### config.mk
export PLATFORM = sky130hd
export DESIGN_NAME = ser_diag_router
export DESIGN_NICKNAME = d
export VERILOG_FILES = /design/src/rtl/ser_route_pkg.sv /design/src/rtl/sr_mode_reg.sv /design/src/rtl/sr_echo_reclk.sv /design/src/rtl/sr_route_mux.sv /design/src/rtl/ser_diag_router.sv
export SDC_FILE = /design/constraint.sdc
export NUM_CORES = 1
export LEC_CHECK = 0
export BUFFER_PORTS_ARGS = -buffer_cell sky130_fd_sc_hd__buf_2
export CAP_MARGIN = 20
export CORE_MARGIN = 2
export CORE_UTILIZATION = 25
export CTS_BUF_LIST = sky130_fd_sc_hd__clkbuf_4 sky130_fd_sc_hd__clkbuf_8 sky130_fd_sc_hd__clkbuf_16
export DETAILED_ROUTE_END_ITERATION = 12
export PLACE_DENSITY = 0.57
export SETUP_SLACK_MARGIN = 0.3
export SLEW_MARGIN = 10
export SYNTH_ARGS = -nofsm -noshare
export SYNTH_HDL_FRONTEND = slang
export SYNTH_SLANG_ARGS = --single-unit
### constraint.sdc
create_clock -name clk -period 1.4 [get_ports clk]
set_input_delay 0 -clock clk [delete_from_list [all_inputs] [get_ports clk]]
set_output_delay 0 -clock clk [all_outputs]
set_load 0.02 [all_outputs]
### src/rtl/ser_route_pkg.sv
package ser_route_pkg;

    typedef enum logic [1:0] {
        MODE_NORMAL = 2'd0,
        MODE_ECHO   = 2'd1,
        MODE_LOCAL  = 2'd2,
        MODE_REMOTE = 2'd3
    } mode_e;

    typedef struct packed {
        logic echo_line;      // line out is the retimed line
        logic loop_in;        // receiver fed from transmitter
        logic tx_clk_from_rx; // transmitter strobe from receive side
        logic rx_clk_from_tx; // receiver strobe from transmit side
        logic host_tx_block;  // host write strobe suppressed
        logic tx_stat_mask;   // transmitter status forced low
        logic rx_host_mask;   // receiver status and data hidden
        logic txd_high;       // line out forced to mark
        logic tx_park;        // transmitter run forced low
    } route_t;

    function automatic route_t decode_mode(mode_e m);
        route_t r;
        r                = '0;
        r.echo_line      = (m == MODE_ECHO) || (m == MODE_REMOTE);
        r.tx_clk_from_rx = r.echo_line;
        r.tx_park        = r.echo_line;
        r.loop_in        = (m == MODE_LOCAL);
        r.rx_clk_from_tx = (m == MODE_LOCAL);
        r.txd_high       = (m == MODE_LOCAL);
        r.host_tx_block  = (m == MODE_ECHO);
        r.tx_stat_mask   = (m == MODE_ECHO);
        r.rx_host_mask   = (m == MODE_REMOTE);
        return r;
    endfunction

endpackage

### src/rtl/sr_mode_reg.sv
module sr_mode_reg
    import ser_route_pkg::*;
(
    input  logic       clk,
    input  logic       rst,
    input  logic [1:0] mode_req,
    input  logic       rx_idle,
    input  logic       tx_idle,
    output mode_e      mode_q
);
    always_ff @(posedge clk) begin
        if (rst)
            mode_q <= MODE_NORMAL;
        else if (rx_idle && tx_idle)
            mode_q <= mode_e'(mode_req);
    end
endmodule

### src/rtl/sr_echo_reclk.sv
module sr_echo_reclk #(
    parameter int OVS = 16
) (
    input  logic clk,
    input  logic rst,
    input  logic tick,
    input  logic rxd,
    output logic line
);
    localparam int             CW  = $clog2(OVS);
    localparam logic [CW-1:0]  CTR = CW'(OVS / 2);
    localparam logic [CW-1:0]  ONE = CW'(1);

    logic          prev_q;
    logic [CW-1:0] ph_q;
    logic          fall;

    assign fall = prev_q & ~rxd;

    always_ff @(posedge clk) begin
        if (rst) begin
            prev_q <= 1'b1;
            ph_q   <= '0;
            line   <= 1'b1;
        end else if (tick) begin
            prev_q <= rxd;
            ph_q   <= fall ? ONE : ph_q + ONE;
            if (ph_q == CTR)
                line <= rxd;
        end
    end
endmodule

### src/rtl/sr_route_mux.sv
module sr_route_mux
    import ser_route_pkg::*;
#(
    parameter int ERRW = 3
) (
    input  mode_e            mode,
    input  logic             echo_line,
    input  logic             rxd,
    input  logic             tx_ser,
    input  logic             rx_tick,
    input  logic             tx_tick,
    input  logic             rx_en,
    input  logic             tx_en,
    input  logic             tx_rdy_raw,
    input  logic             tx_emt_raw,
    input  logic [ERRW-1:0]  rx_err_raw,
    input  logic             rx_valid_raw,
    input  logic             host_tx_wr,
    output logic             txd,
    output logic             rx_ser,
    output logic             rx_tick_o,
    output logic             tx_tick_o,
    output logic             rx_run,
    output logic             tx_run,
    output logic             rx_chk_en,
    output logic             tx_rdy,
    output logic             tx_emt,
    output logic [ERRW-1:0]  rx_err,
    output logic             rx_valid,
    output logic             tx_wr
);
    route_t r;

    always_comb begin
        r         = decode_mode(mode);
        txd       = r.txd_high ? 1'b1 : (r.echo_line ? echo_line : tx_ser);
        rx_ser    = r.loop_in ? tx_ser : rxd;
        rx_tick_o = r.rx_clk_from_tx ? tx_tick : rx_tick;
        tx_tick_o = r.tx_clk_from_rx ? rx_tick : tx_tick;
        rx_run    = r.loop_in ? (rx_en | tx_en) : rx_en;
        tx_run    = r.tx_park ? 1'b0 : tx_en;
        rx_chk_en = ~r.rx_host_mask;
        tx_rdy    = tx_rdy_raw & ~r.tx_stat_mask;
        tx_emt    = tx_emt_raw & ~r.tx_stat_mask;
        rx_err    = r.rx_host_mask ? '0 : rx_err_raw;
        rx_valid  = rx_valid_raw & ~r.rx_host_mask;
        tx_wr     = host_tx_wr & ~r.host_tx_block;
    end
endmodule

### src/rtl/ser_diag_router.sv
module ser_diag_router
    import ser_route_pkg::*;
#(
    parameter int OVS  = 16,
    parameter int ERRW = 3
) (
    input  logic             clk,
    input  logic             rst,
    input  logic [1:0]       mode_req,
    input  logic             rx_idle,
    input  logic             tx_idle,
    input  logic             rx_en,
    input  logic             tx_en,
    input  logic             rxd,
    input  logic             tx_ser,
    input  logic             rx_tick,
    input  logic             tx_tick,
    input  logic             tx_rdy_raw,
    input  logic             tx_emt_raw,
    input  logic [ERRW-1:0]  rx_err_raw,
    input  logic             rx_valid_raw,
    input  logic             host_tx_wr,
    output logic             txd,
    output logic             rx_ser,
    output logic             rx_tick_o,
    output logic             tx_tick_o,
    output logic             rx_run,
    output logic             tx_run,
    output logic             rx_chk_en,
    output logic             tx_rdy,
    output logic             tx_emt,
    output logic [ERRW-1:0]  rx_err,
    output logic             rx_valid,
    output logic             tx_wr,
    output logic [1:0]       mode_act
);
    mode_e mode_q;
    logic  echo_line;

    sr_mode_reg u_mode (
        .clk(clk), .rst(rst), .mode_req(mode_req),
        .rx_idle(rx_idle), .tx_idle(tx_idle), .mode_q(mode_q)
    );

    sr_echo_reclk #(.OVS(OVS)) u_reclk (
        .clk(clk), .rst(rst), .tick(rx_tick), .rxd(rxd), .line(echo_line)
    );

    sr_route_mux #(.ERRW(ERRW)) u_mux (
        .mode(mode_q), .echo_line(echo_line), .rxd(rxd), .tx_ser(tx_ser),
        .rx_tick(rx_tick), .tx_tick(tx_tick), .rx_en(rx_en), .tx_en(tx_en),
        .tx_rdy_raw(tx_rdy_raw), .tx_emt_raw(tx_emt_raw),
        .rx_err_raw(rx_err_raw), .rx_valid_raw(rx_valid_raw),
        .host_tx_wr(host_tx_wr), .txd(txd), .rx_ser(rx_ser),
        .rx_tick_o(rx_tick_o), .tx_tick_o(tx_tick_o), .rx_run(rx_run),
        .tx_run(tx_run), .rx_chk_en(rx_chk_en), .tx_rdy(tx_rdy),
        .tx_emt(tx_emt), .rx_err(rx_err), .rx_valid(rx_valid), .tx_wr(tx_wr)
    );

    assign mode_act = mode_q;
endmodule

==> run summary, run 1 <==
gr usage total: 0.108
minimum clock period: 1.18 ns
fin util: 0.455
core area: 1760 um^2
Seq/Total Area, Yosys: 0.334
Die W: 47.8 um
Max stage delay cell, worst path: dfxtp_4
area delta synth->final: 67.4%
max incr delay on CP: 0.37 ns
Synth area leader: dfxtp_1
FMAX: 845 MHz
Post-DP HPWL: 986 um
max-slew violations: 0
Yosys top cell area share: 0.334
clk_lat worst skew: 0.25 ns
VDD IR max: 370 uV
hold path cells: 3
Seq pwr share: 0.403
R2R Setup Slk: 0.35 ns
number of enable flip-flop cells after synthesis: 0
Clk network pwr share: 0.288
average cell area after synthesis: 8.12 um^2
vias in the first global route: 464
Synth area leaders: dfxtp_1, and2_1, nand2_1
Worst EP arrival: 1.18 ns
gp weighted congestion: 0.726
layout cell share with drive strength beyond 1: 0.515
commonest cells in the netlist: dfxtp_1, nand2_1, and2_1, nor2_1, inv_1
pwr dens: 761 nW/um^2
Worst-Margin Slew: 0.151 ns
Avg Vias per Cell: 4.38
die height: 47.8 um
Setup TNS: 0 ns
Hold EP: u_mode.mode_q[1]
Net Count, Synth: 80
Fin. Hold Viols: 0
CP cell instances: nor2b_4, mux2_4, buf_6
Root Driver: clkbuf_4
initial antenna violation count: 0
final WL: 1260 um
Synth Flop Type: dfxtp_1
HP Class: in2reg
worst reg-to-reg path cell count: 5
slew margin rel.: 0.897
Netlist cell types: 23
Yosys warning count: 0
maxcap violations: 0
P_leak: 0.000393 uW
antenna diode count: 0
mapped cell area: 479 um^2
worst-path maximum fanout: 7
combinational share of power: 0.308
Die ar.: 2280 um^2
flops & latches, synth: 8
number of cell rows: 15
period utilisation layout: 0.845
number of port buffers: 34
GRT overflow: 0
Top Ports: 35
post-route ant nets: 0
CTS tree: done
CTS Buf Count: 3
largest net degree at the start of global routing: 12
Clock Skews: 0.00143 ns
clock sinks: 8
initial drt markers: 2
# DRC: 0
switching power total: 180 uW
Net Sw Frac: 0.295
worst setup path class: reg2out
crit start category: flop
Setup-failing EPs final: 0
status: complete, no violations
Area after DPL: 678 um^2
deepest clock path buffer count: 2
end of the worst register-to-register path: u_reclk.line
RSZ-0062 raised after global routing: true
first-pass GRT wire length: 1680 um
drt wl/cell: 10.0 um
Max H-tree Level: 1
Final Instance Area: 802 um^2
CP endpoint kind: output pin
initial core utilization: 0.272
required time worst endpoint: 1.40 ns
Post-synth ARST share: 0
r2r startpoint: u_reclk.ph_q[0]
Pint: 430 uW
Clock transition at path regs: 0.06 ns
min-delay src: mode_req[1]
Post-Synthesis Cells: 59
net total in the final layout: 124
drt pass-1 iters: 3
via count: 552
cell families after synthesis:
kind of cell | Yosys count | synth area share
flip-flops | 8 | 0.334
adder cells (fa/ha/maj) | 2 | 0.0522
XOR/XNOR | 2 | 0.0366
multiplexers | 3 | 0.0757
AND/OR/NAND/NOR | 32 | 0.345
AO/OA/AOI/OAI | 8 | 0.110
buffers and inverters | 4 | 0.0470
layout make-up:
cell class	instances	area, um^2
fillers	189	962
multi-input cells	47	317
repair buffers	40	250
flip-flops and latches	8	170
well taps	25	31.3
clock buffers	3	22.5
inverters	3	11.3
how the worst max path moves through the flow:
stage / startpoint / endpoint
after detailed placement: u_reclk.ph_q[0] / u_reclk.line
after global placement: u_reclk.ph_q[0] / u_reclk.line
after global routing: u_mode.mode_q[0] / rx_tick_o
after floorplan: u_reclk.ph_q[0] / u_reclk.line
after CTS: u_mode.mode_q[0] / rx_tick_o
final: u_mode.mode_q[0] / rx_tick_o
cells in the final DEF (no fill, tap or decap):
cell type / netlist / layout
dfxtp_1: 8 / 4
inv_1: 3 / 2
buf_4: 0 / 4
nand4_1: 1 / 1
nor2b_4: 0 / 1
buf_6: 1 / 4
inv_2: 0 / 1
mux2_4: 1 / 1
o21ai_1: 0 / 1
mux2i_1: 1 / 1
ha_1: 2 / 2
a21oi_1: 2 / 2
dlygate4sd3_1: 0 / 3
and2_1: 7 / 4
nor3_1: 1 / 1
and2_4: 0 / 3
clkbuf_4: 0 / 3
buf_2: 0 / 29
and2b_1: 1 / 1
nand2_1: 8 / 8
mux2_2: 1 / 1
nand4b_1: 1 / 1
xor2_1: 2 / 2
nor2b_1: 2 / 2
dfxtp_2: 0 / 2
a211o_1: 2 / 2
dfxtp_4: 0 / 2
nor2_1: 7 / 7
a21o_1: 2 / 2
o21ai_0: 2 / 1
nand3_1: 2 / 2
nand2b_4: 0 / 1
state kept, by name (all words and copies together), names as in the netlist:
signal	flops
u_reclk.ph_q	4
u_mode.mode_q	2
u_reclk.line	1
u_reclk.prev_q	1
worst max-delay path: cells and delay by family (launching register included):
kind / cells / cell delay [ns]
flip-flops: 1 / 0.37
multiplexers: 1 / 0.31
AND/OR/NAND/NOR: 1 / 0.13
buffers and inverters: 1 / 0.13
layer usage:
metal | GRT usage | up-vias | wire length (um)
met4 | 0.0486 | 0 | 0
met1 | 0.0977 | 237 | 523
li1 | - | 287 | -
met3 | 0.0377 | 0 | 124
met2 | 0.211 | 28 | 616
met5 | 0 | - | 0
repair_timing:
action                                  CTS  global route
setup buffers                             2             0
endpoints found under the setup margin   11            13
resized for setup                        10            10
hold endpoints to repair                  4             0
pin swaps                                 0             2
hold buffers                              3             0
power groups by stage:
stage / Sequential (uW) / Clock (uW) / Combinational, uW
floorplan: 254 / 0 / 89.9
finish: 246 / 176 / 188
global route: 247 / 204 / 205
global placement: 251 / 0 / 153
detailed placement: 252 / 0 / 156
CTS: 246 / 190 / 177
stage by stage:
stage	worst slack [ns]	hold slack, ns	std cells	total power [uW]
detailed placement	0.256	0.245	118	408
floorplan	0.312	0.0617	59	344
finish	0.216	0.0120	126	610
global route	0.172	0.0143	126	656
global placement	0.286	0.249	118	404
CTS	0.194	0.0133	126	614
No activity file was read; power rests on OpenSTA's default activity.
==> inputs of run 2 (changes only) <==
--- a/config.mk
+++ b/config.mk
@@ -5,13 +5,14 @@
 export SDC_FILE = /design/constraint.sdc
 export NUM_CORES = 1
 export LEC_CHECK = 0
+export ABC_AREA = 1
 export BUFFER_PORTS_ARGS = -buffer_cell sky130_fd_sc_hd__buf_2
 export CAP_MARGIN = 20
 export CORE_MARGIN = 2
 export CORE_UTILIZATION = 25
 export CTS_BUF_LIST = sky130_fd_sc_hd__clkbuf_4 sky130_fd_sc_hd__clkbuf_8 sky130_fd_sc_hd__clkbuf_16
 export DETAILED_ROUTE_END_ITERATION = 12
-export PLACE_DENSITY = 0.57
+export PLACE_DENSITY = 0.56
 export SETUP_SLACK_MARGIN = 0.3
 export SLEW_MARGIN = 10
 export SYNTH_ARGS = -nofsm -noshare
==> constraint.sdc (replaced) <==
create_clock -name clk -period 1.2 [get_ports clk]
set_input_delay 0 -clock clk [delete_from_list [all_inputs] [get_ports clk]]
set_output_delay 0 -clock clk [all_outputs]
set_load 0.02 [all_outputs]
==> run summary, run 2 <==
status: complete, no violations
RSZ-0062 raised after global routing: true
number of enable flip-flop cells after synthesis: 0
layout cell share with drive strength beyond 1: 0.629
maxcap violations: 0
minimum clock period: 1.06 ns
max-slew violations: 0
Post-synth ARST share: 0
VDD IR max: 704 uV
Post-Synthesis Cells: 78
Yosys warning count: 0
drt wl/cell: 9.74 um
CTS Buf Count: 3
commonest cells in the netlist: inv_1, nand2_1, dfxtp_1, nor2_1, o21ai_0
max incr delay on CP: 0.37 ns
die height: 49.7 um
Root Driver: clkbuf_4
mapped cell area: 523 um^2
via count: 623
number of port buffers: 34
Top Ports: 35
Max stage delay cell, worst path: dfxtp_4
Seq/Total Area, Yosys: 0.306
slew margin rel.: 0.834
Max H-tree Level: 1
flops & latches, synth: 8
Net Count, Synth: 99
cell count after placement: 137
Die ar.: 2470 um^2
most frequent cells in the layout: buf_2, inv_1, nand2_1
final WL: 1390 um
number of cell rows: 16
P_leak: 0.000450 uW
Post-DP HPWL: 1050 um
FMAX: 941 MHz
worst setup path class: reg2out
CP cell instances: buf_6, o211ai_1, buf_4
pwr dens: 892 nW/um^2
Largest regs: u_reclk.ph_q: 4 flops, u_mode.mode_q: 2 flops
Avg Vias per Cell: 4.36
largest net degree at the start of global routing: 11
average cell area after synthesis: 6.71 um^2
gp weighted congestion: 0.808
required time worst endpoint: 1.20 ns
most common cell after layout, fill and taps aside: buf_2
CP endpoint kind: output pin
GRT busiest layer: met2
Largest register FFs: 4
worst-path maximum fanout: 6
vias in the first global route: 562
first-pass GRT wire length: 2270 um
antenna diode count: 0
Setup-failing EPs final: 0
core area: 1960 um^2
area delta synth->final: 80.9%
Die W: 49.7 um
Synth area leader: dfxtp_1
HP Class: in2reg
Fin Hold WS: 0.0361 ns
GRT overflow: 0
crit start category: flop
Fin. Hold Viols: 0
Netlist cell types: 19
period utilisation layout: 0.885
# DRC: 0
clock sinks: 8
largest register by flop count: u_reclk.ph_q
# fillers: 210
met1 Track Usage GR: 0.138
clk_lat worst skew: 0.26 ns
deepest clock path buffer count: 2
Buf/Inv on CP: 2
initial antenna violation count: 0
net total in the final layout: 138
GR Layer Usage met3: 0.0576
Clock transition at path regs: 0.06 ns
initial drt markers: 5
drt pass-1 iters: 4
delay-heaviest family, CP: flip-flops
Worst-Margin Slew: 0.249 ns
post-route ant nets: 0
initial core utilization: 0.267
CTS tree: done
Worst EP arrival: 1.06 ns
Clock Skews: 0.00305 ns
Yosys top cell area share: 0.306
gr usage total: 0.117
Synth Flop Type: dfxtp_1
Final Non-Filler Cells: 143
met2 GRT Util: 0.191
Setup TNS: 0 ns
Synth area leaders: dfxtp_1, inv_1, nand2_1
## run 2: cell types whose count changed after synthesis, sizes merged, moves of 3 or more
| cell | before | now |
|---|---|---|
| a21boi | 0 | 3 |
| and2 | 7 | 0 |
| nand2 | 8 | 17 |
| o21ai | 2 | 9 |
| inv | 3 | 17 |
| nor2b | 3 | 0 |
## run 2: path summary, 6_finish.rpt
| kind | depth (start not counted) | slack, ns | endpoint | start |
|---|---|---|---|---|
| setup / recovery | 3 | 0.14 | txd | u_mode.mode_q[0] |
| hold / removal | 3 | 0.04 | u_mode.mode_q[0] | mode_req[0] |
| setup reg to reg | 4 | 0.28 | u_reclk.ph_q[1] | u_reclk.ph_q[1] |
| hold reg to reg | 2 | 0.48 | u_reclk.line | u_reclk.line |
## run 2: kinds of logic after synthesis
| family | Yosys count | share of synthesized area |
|---|---|---|
| AOI/OAI and AO/OA | 19 | 0.227 |
| adders and majority gates | 2 | 0.0478 |
| and+or+nand+nor | 30 | 0.254 |
| buffers and inverters | 19 | 0.165 |
| DFF | 8 | 0.306 |
## run 2: where the power goes
group	internal [uW]	switching, uW
registers	278	22.6
clock network	150	101
logic	135	156
## run 2: layout make-up
| type | count | area [um^2] | area share |
|---|---|---|---|
| repair buffers | 36 | 240 | 0.254 |
| flip-flops and latches | 8 | 174 | 0.184 |
| well taps | 27 | 33.8 | 0.0357 |
| inverters | 17 | 68.8 | 0.0728 |
| clock buffers | 4 | 30.0 | 0.0317 |
| multi-input cells | 51 | 399 | 0.422 |
## run 2: stage by stage
stage / total power, uW / setup slack [ns] / utilization / cell area (um^2)
floorplan: 459 / 0.224 / - / 588
global placement: 529 / 0.262 / 0.392 / 769
detailed placement: 532 / 0.254 / 0.392 / 769
CTS: 826 / 0.131 / 0.439 / 861
global route: 893 / 0.0911 / 0.482 / 946
finish: 843 / 0.138 / 0.482 / 946
## run 2: what timing repair did
action	in CTS	in global routing
pin swaps	3	7
buffers inserted	2	0
cloned	0	0
resized for setup	18	21
setup endpoints to repair	17	18
hold buffers	0	0
## run 2: worst min-delay path, delay by kind of cell
family                 cells  cell delay, ns
AO/OA/AOI/OAI              2            0.17
buffers and inverters      1            0.08
## run 2: per-layer routing
layer / vias to the layer above / routed length (um) / share of wire
met4: 0 / 14 / 0.010
li1: 325 / - / -
met3: 2 / 129 / 0.093
met1: 273 / 516 / 0.37
met2: 23 / 732 / 0.53
met5: - / 0 / 0
